### config.mk
export PLATFORM = sky130hd
export DESIGN_NAME = link_integrity_mon
export DESIGN_NICKNAME = d
export VERILOG_FILES = /design/src/rtl/lim_pkg.sv /design/src/rtl/lim_qual_timer.sv /design/src/rtl/lim_idle_window.sv /design/src/rtl/lim_status.sv /design/src/rtl/link_integrity_mon.sv
export SDC_FILE = /design/constraint.sdc
export NUM_CORES = 1
export LEC_CHECK = 0
export BUFFER_PORTS_ARGS = -buffer_cell sky130_fd_sc_hd__buf_4
export CAP_MARGIN = 10
export CORE_MARGIN = 5
export CORE_UTILIZATION = 40
export CTS_CLUSTER_DIAMETER = 150
export DETAILED_ROUTE_END_ITERATION = 6
export PLACE_DENSITY = 0.56
export SLEW_MARGIN = 20
export SYNTH_ARGS = -nofsm -noshare
export SYNTH_HDL_FRONTEND = slang
export SYNTH_HIERARCHICAL = 1
export SYNTH_SLANG_ARGS = --single-unit
export TNS_END_PERCENT = 10
### constraint.sdc
create_clock -name clk_i -period 2.59 [get_ports clk_i]
set_clock_uncertainty 0.15 [all_clocks]
set_input_delay 0.777 -clock clk_i [delete_from_list [all_inputs] [get_ports clk_i]]
set_output_delay 0.777 -clock clk_i [all_outputs]
set_load 0.05 [all_outputs]
### src/rtl/lim_pkg.sv
package lim_pkg;
  typedef enum logic {
    LINK_DOWN = 1'b0,
    LINK_UP   = 1'b1
  } link_state_e;
endpackage

### src/rtl/lim_qual_timer.sv
module lim_qual_timer #(
  parameter int unsigned QUAL_CNT = 6_250_000
) (
  input  logic clk_i,
  input  logic rst_ni,
  input  logic tick_i,
  input  logic lock_i,
  input  logic clr_i,
  output logic done_o
);
  localparam int unsigned QW = (QUAL_CNT > 2) ? $clog2(QUAL_CNT) : 1;
  localparam logic [QW-1:0] QLAST = QW'(QUAL_CNT - 1);

  logic [QW-1:0] cnt_q;

  assign done_o = tick_i & lock_i & (cnt_q == QLAST);

  always_ff @(posedge clk_i or negedge rst_ni) begin
    if (!rst_ni)         cnt_q <= '0;
    else if (clr_i)      cnt_q <= '0;
    else if (tick_i) begin
      if (!lock_i || done_o) cnt_q <= '0;
      else                   cnt_q <= cnt_q + 1'b1;
    end
  end
endmodule

### src/rtl/lim_idle_window.sv
module lim_idle_window #(
  parameter int unsigned WIN_CNT  = 250_000,
  parameter int unsigned IDLE_RUN = 16
) (
  input  logic clk_i,
  input  logic rst_ni,
  input  logic tick_i,
  input  logic idle_i,
  input  logic clr_i,
  output logic expire_o
);
  localparam int unsigned WW = (WIN_CNT > 2) ? $clog2(WIN_CNT) : 1;
  localparam int unsigned RW = $clog2(IDLE_RUN + 1);
  localparam logic [WW-1:0] WLAST = WW'(WIN_CNT - 1);
  localparam logic [RW-1:0] RMAX  = RW'(IDLE_RUN);
  localparam logic [RW-1:0] RNEED = RW'(IDLE_RUN - 1);

  logic [WW-1:0] win_q;
  logic [RW-1:0] run_q;
  logic          seen_q;
  logic          hit, boundary;

  // current symbol completes or extends a qualifying run
  assign hit      = tick_i & idle_i & (run_q >= RNEED);
  assign boundary = tick_i & (win_q == WLAST);
  assign expire_o = boundary & ~(seen_q | hit);

  always_ff @(posedge clk_i or negedge rst_ni) begin
    if (!rst_ni) begin
      win_q  <= '0;
      run_q  <= '0;
      seen_q <= 1'b0;
    end else if (clr_i) begin
      win_q  <= '0;
      run_q  <= '0;
      seen_q <= 1'b0;
    end else if (tick_i) begin
      if (!idle_i)            run_q <= '0;
      else if (run_q != RMAX) run_q <= run_q + 1'b1;
      win_q  <= boundary ? '0 : win_q + 1'b1;
      seen_q <= boundary ? 1'b0 : (seen_q | hit);
    end
  end
endmodule

### src/rtl/lim_status.sv
module lim_status
  import lim_pkg::*;
(
  input  logic clk_i,
  input  logic rst_ni,
  input  logic up_i,
  input  logic down_i,
  input  logic an_en_i,
  input  logic override_i,
  input  logic fail_clr_i,
  output logic link_o,
  output logic link_fail_o,
  output logic irq_o,
  output logic reneg_o,
  output logic tx_permit_o,
  output logic flp_req_o
);
  link_state_e state_q, state_d;
  logic        fall;
  logic        fail_q, irq_q, reneg_q;

  always_comb begin
    state_d = state_q;
    fall    = 1'b0;
    unique case (state_q)
      LINK_DOWN: if (up_i) state_d = LINK_UP;
      LINK_UP: if (down_i) begin
        state_d = LINK_DOWN;
        fall    = 1'b1;
      end
      default: state_d = LINK_DOWN;
    endcase
  end

  always_ff @(posedge clk_i or negedge rst_ni) begin
    if (!rst_ni) begin
      state_q <= LINK_DOWN;
      fail_q  <= 1'b0;
      irq_q   <= 1'b0;
      reneg_q <= 1'b0;
    end else begin
      state_q <= state_d;
      irq_q   <= fall;
      reneg_q <= fall & an_en_i;
      if (fall)            fail_q <= 1'b1;
      else if (fail_clr_i) fail_q <= 1'b0;
    end
  end

  assign link_o      = (state_q == LINK_UP);
  assign link_fail_o = fail_q;
  assign irq_o       = irq_q;
  assign reneg_o     = reneg_q;
  assign tx_permit_o = link_o | (override_i & ~an_en_i);
  assign flp_req_o   = ~link_o & an_en_i;
endmodule

### src/rtl/link_integrity_mon.sv
module link_integrity_mon #(
  parameter int unsigned QUAL_CNT = 6_250_000,
  parameter int unsigned WIN_CNT  = 250_000,
  parameter int unsigned IDLE_RUN = 16
) (
  input  logic clk_i,
  input  logic rst_ni,
  input  logic sym_en_i,
  input  logic lock_i,
  input  logic idle_i,
  input  logic an_en_i,
  input  logic override_i,
  input  logic fail_clr_i,
  output logic link_o,
  output logic link_fail_o,
  output logic irq_o,
  output logic reneg_o,
  output logic tx_permit_o,
  output logic flp_req_o
);
  logic qual_done, win_expire;

  lim_qual_timer #(.QUAL_CNT(QUAL_CNT)) u_qual (
    .clk_i  (clk_i),
    .rst_ni (rst_ni),
    .tick_i (sym_en_i & ~link_o),
    .lock_i (lock_i),
    .clr_i  (link_o),
    .done_o (qual_done)
  );

  lim_idle_window #(.WIN_CNT(WIN_CNT), .IDLE_RUN(IDLE_RUN)) u_win (
    .clk_i    (clk_i),
    .rst_ni   (rst_ni),
    .tick_i   (sym_en_i & link_o),
    .idle_i   (idle_i),
    .clr_i    (~link_o),
    .expire_o (win_expire)
  );

  lim_status u_stat (
    .clk_i       (clk_i),
    .rst_ni      (rst_ni),
    .up_i        (qual_done),
    .down_i      (win_expire),
    .an_en_i     (an_en_i),
    .override_i  (override_i),
    .fail_clr_i  (fail_clr_i),
    .link_o      (link_o),
    .link_fail_o (link_fail_o),
    .irq_o       (irq_o),
    .reneg_o     (reneg_o),
    .tx_permit_o (tx_permit_o),
    .flp_req_o   (flp_req_o)
  );
endmodule

==> results.yml <==
status:
  status: "finished, final reports clean"
placed_design:
  io_buffers: 13
  gp_congestion: 0.763
  place_area_um2: 3120
  dp_hpwl_um: 4030
  pre_cts_ws_ns: 0.0212
worst_setup_path:
  path_max_fanout: 4
  ff2ff_setup_slack_ns: 0.48
  critPathMaxStageDelay_ns: 0.47
  worst_ep_arrival_time_ns: 2.25
  r2r_end: "u_win/run_q[0]$_DFFE_PN0P_"
  cp_slowest_cell: "or3b_2"
  crit_family: "simple AND/OR/NAND/NOR gates"
  r2r_cells: 6
  path_cells: "buf_4 > nor2b_1 > buf_4 > or3b_2 > nor4_4 > a21oi_2 > buf_4 > nand3_1 > o311ai_0"
  cp_num_cells: 9
  crit_top_cell: "buf_4"
  critical_path_class: "in -> reg"
  end_kind: "register"
  cp-start-kind: "input pin"
  r2r_start: "u_stat/link_o$_DFF_PN0_"
  crit_buf_inv: 3
  worstPathRequired_ns: 2.60
power_and_ir_drop:
  power_mw: 1.43
  p_int_mw: 1.06
  ir_drop_mv: 0.231
  powerDensity_nw_per_um2: 444
  switching_share: 0.260
  leakagePower_nw: 1.37
  clkPwrFrac: 0.328
  p_comb_frac: 0.073
  sequentialPowerShare: 0.599
  switchingPower_mw: 0.371
finish:
  drive_gt1_frac: 0.167
  finish.utilization: 0.470
  layout_commonest_cell: "dfrtp_1"
  layout_common_cells: "dfrtp_1 (51), nor2_1 (44), nand2_1 (39)"
  multiInputGateArea_um2: 1450
  nets: 347
  diodes: 0
  layout.area.seq_um2: 1280
  fillCellCount: 696
  final_cell_area_um2: 3210
  syn_to_final_growth_pct: 13.6
routing:
  routed-via-count: 2141
  routedWlPerCell_um: 12.7
  finalWirelength_um: 5490
  antenna_left: 0
  dr.pass1.iters: 6
  drc: 0
  vias_per_cell: 4.97
  drt_iter0_markers: 72
sta:
  hold_viol: 0
  final.min_clock_period_ns: 2.24
  relSlewSlack: 0.309
  rsz0062_at_grt: "no"
  setup_violations: 0
  slew_viol_final: 0
  finalCritPeriodShare: 0.863
  max_freq_mhz: 447
  tns_ns: 0
  setup_slack_ns: 0.354
  worstMarginPinSlew_ns: 1.02
global_route:
  antenna_found_initial: 0
  grt_max_degree: 52
  grt_pass1_vias: 2127
  grt_use_total: 0.138
  grt_pass1_wl_um: 9950
  grt_overflow: 0
floorplanning:
  fp.dieW_um: 94.1
  die-area_um2: 8850
  ios: 14
  die_h_um: 94.1
  rows: 30
  core_um2: 6830
  initial_core_util: 0.414
synthesis:
  synth_ff_type: "dfrtp_1"
  syn_inst: 304
  synthXorXnorAreaFrac: 0.0898
  synth_compound_area_frac: 0.0809
  synth_adder_area_share: 0.0221
  ys_ff_latch: 51
  syn_area_um2: 2830
  synth_top_cell_by_area: "dfrtp_1"
  yosys.area.top_type_share: 0.451
  synth_async_sr_flop_share: 1.00
  syn_avg_cell_area_um2: 9.31
  synthMuxAreaShare: 0.00708
  ys_seq_area_frac: 0.451
  synth_cell_types: 49
  ys_top_cells_by_area: "dfrtp_1 (45%), nor2_1 (5.8%), nand2_1 (5.2%)"
  synth_edf_count: 0
  synth_nets: 317
  ys.warnings.count: 6
  synth_top_family_by_area: "simple AND/OR/NAND/NOR gates"
  synthSimpleGateAreaFrac: 0.314
min_path:
  hold_path_class: "in -> async"
clock_tree:
  cts_made_buffers: 5
  cts_tree: "yes"
  cts_resized: 0
  clock_sinks: 51
  cts_max_level: 2
  path_clk_slew_ns: 0.09
  postCtsSetupBuffers: 0
  root_buffer: "clkbuf_8"
  clock_latency_ns: 0.30
  cts_hold_buffers: 0
  clockBufferDepth: 2
flow_run:
  cap_violations: 0
-- final cells by class --
class | instances | share of cell area
multi-input cells | 232 | 0.452
flip-flops and latches | 51 | 0.397
repair buffers | 29 | 0.0678
well taps | 96 | 0.0374
clock buffers | 6 | 0.0226
inverters | 15 | 0.0175
clock inverters | 2 | 0.00506
-- cell usage after synthesis, types with 2 or more instances --
master    instances
o21ai_1           2
nor2_1           44
and4_1            3
a21oi_1           6
nand4_1          13
nand2_1          39
or2_2             2
a31oi_1           3
or4b_4            2
nor2b_1           2
and2_1            4
nor2_2            2
nor3_1            6
nand3_1          12
dfrtp_1          51
nor4_1            9
nand2b_1          4
a21o_1            2
and3_1            3
xnor2_1          13
nand4b_1          3
o31ai_1           3
ha_1              5
or4_4             2
mux2i_1           2
or3_1             2
o21ai_0           9
buf_4             3
nand4_2           2
nor4_4            2
xor2_1           16
nand3b_1          2
inv_1            15
-- how the worst max path moves through the flow --
stage                         from  slack, ns                            to
after global routing      sym_en_i       0.20  u_qual/cnt_q[19]$_DFFE_PN0P_
after floorplan           sym_en_i       0.12  u_qual/cnt_q[17]$_DFFE_PN0P_
after global placement    sym_en_i       0.05   u_qual/cnt_q[3]$_DFFE_PN0P_
after detailed placement  sym_en_i       0.02   u_qual/cnt_q[4]$_DFFE_PN0P_
final                     sym_en_i       0.35  u_qual/cnt_q[10]$_DFFE_PN0P_
after CTS                 sym_en_i       0.34  u_qual/cnt_q[10]$_DFFE_PN0P_
-- worst register-to-register path: cells and delay by family (launching register included) --
family	cells	cell delay, ns
AOI/OAI and AO/OA	2	1.07
buffers and inverters	2	0.21
DFF	1	0.40
and+or+nand+nor	2	0.19
-- registers in the layout, summed over array words and instances, names as in the netlist --
name and flops:
u_stat/reneg_o 1, u_win/win_q 18, u_stat/link_o 1, u_win/seen_q 1, u_stat/irq_o 1, u_qual/cnt_q 23
u_win/run_q 5, u_stat/link_fail_o 1
-- power by group through the flow --
stage	registers, mW	logic (mW)	clock network [mW]
6_report	0.854	0.104	0.469
4_1_cts	0.854	0.107	0.490
3_5_place_dp	0.870	0.107	0
3_3_place_gp	0.869	0.106	0
5_1_grt	0.859	0.120	0.517
2_1_floorplan	0.848	0.0838	0
-- kinds of logic (layout without fill, tap and decap cells) --
kind of cell,Yosys count,after routing
XOR/XNOR,29,29
AO/OA/AOI/OAI,33,33
buffers and inverters,21,52
AND/OR/NAND/NOR,163,163
adder cells (fa/ha/maj),5,5
multiplexers,2,2
flip-flops,51,51
-- through the flow --
| stage | hold slack, ns | cells |
|---|---|---|
| after CTS | 0.360 | 431 |
| after floorplan | 0.310 | 304 |
| after global routing | 0.402 | 431 |
| after detailed placement | 0.335 | 423 |
| final | 0.346 | 431 |
| after global placement | 0.327 | 423 |
-- routing by layer --
layer,share of wire,routed length [µm],GRT usage,up-vias
met5,0,0,0,-
met4,0.0082,45,0.0289,0
met3,0.023,125,0.0280,4
met2,0.49,2670,0.235,15
met1,0.48,2640,0.181,1005
li1,-,-,-,1117
Power figures use the tool's default switching activity.
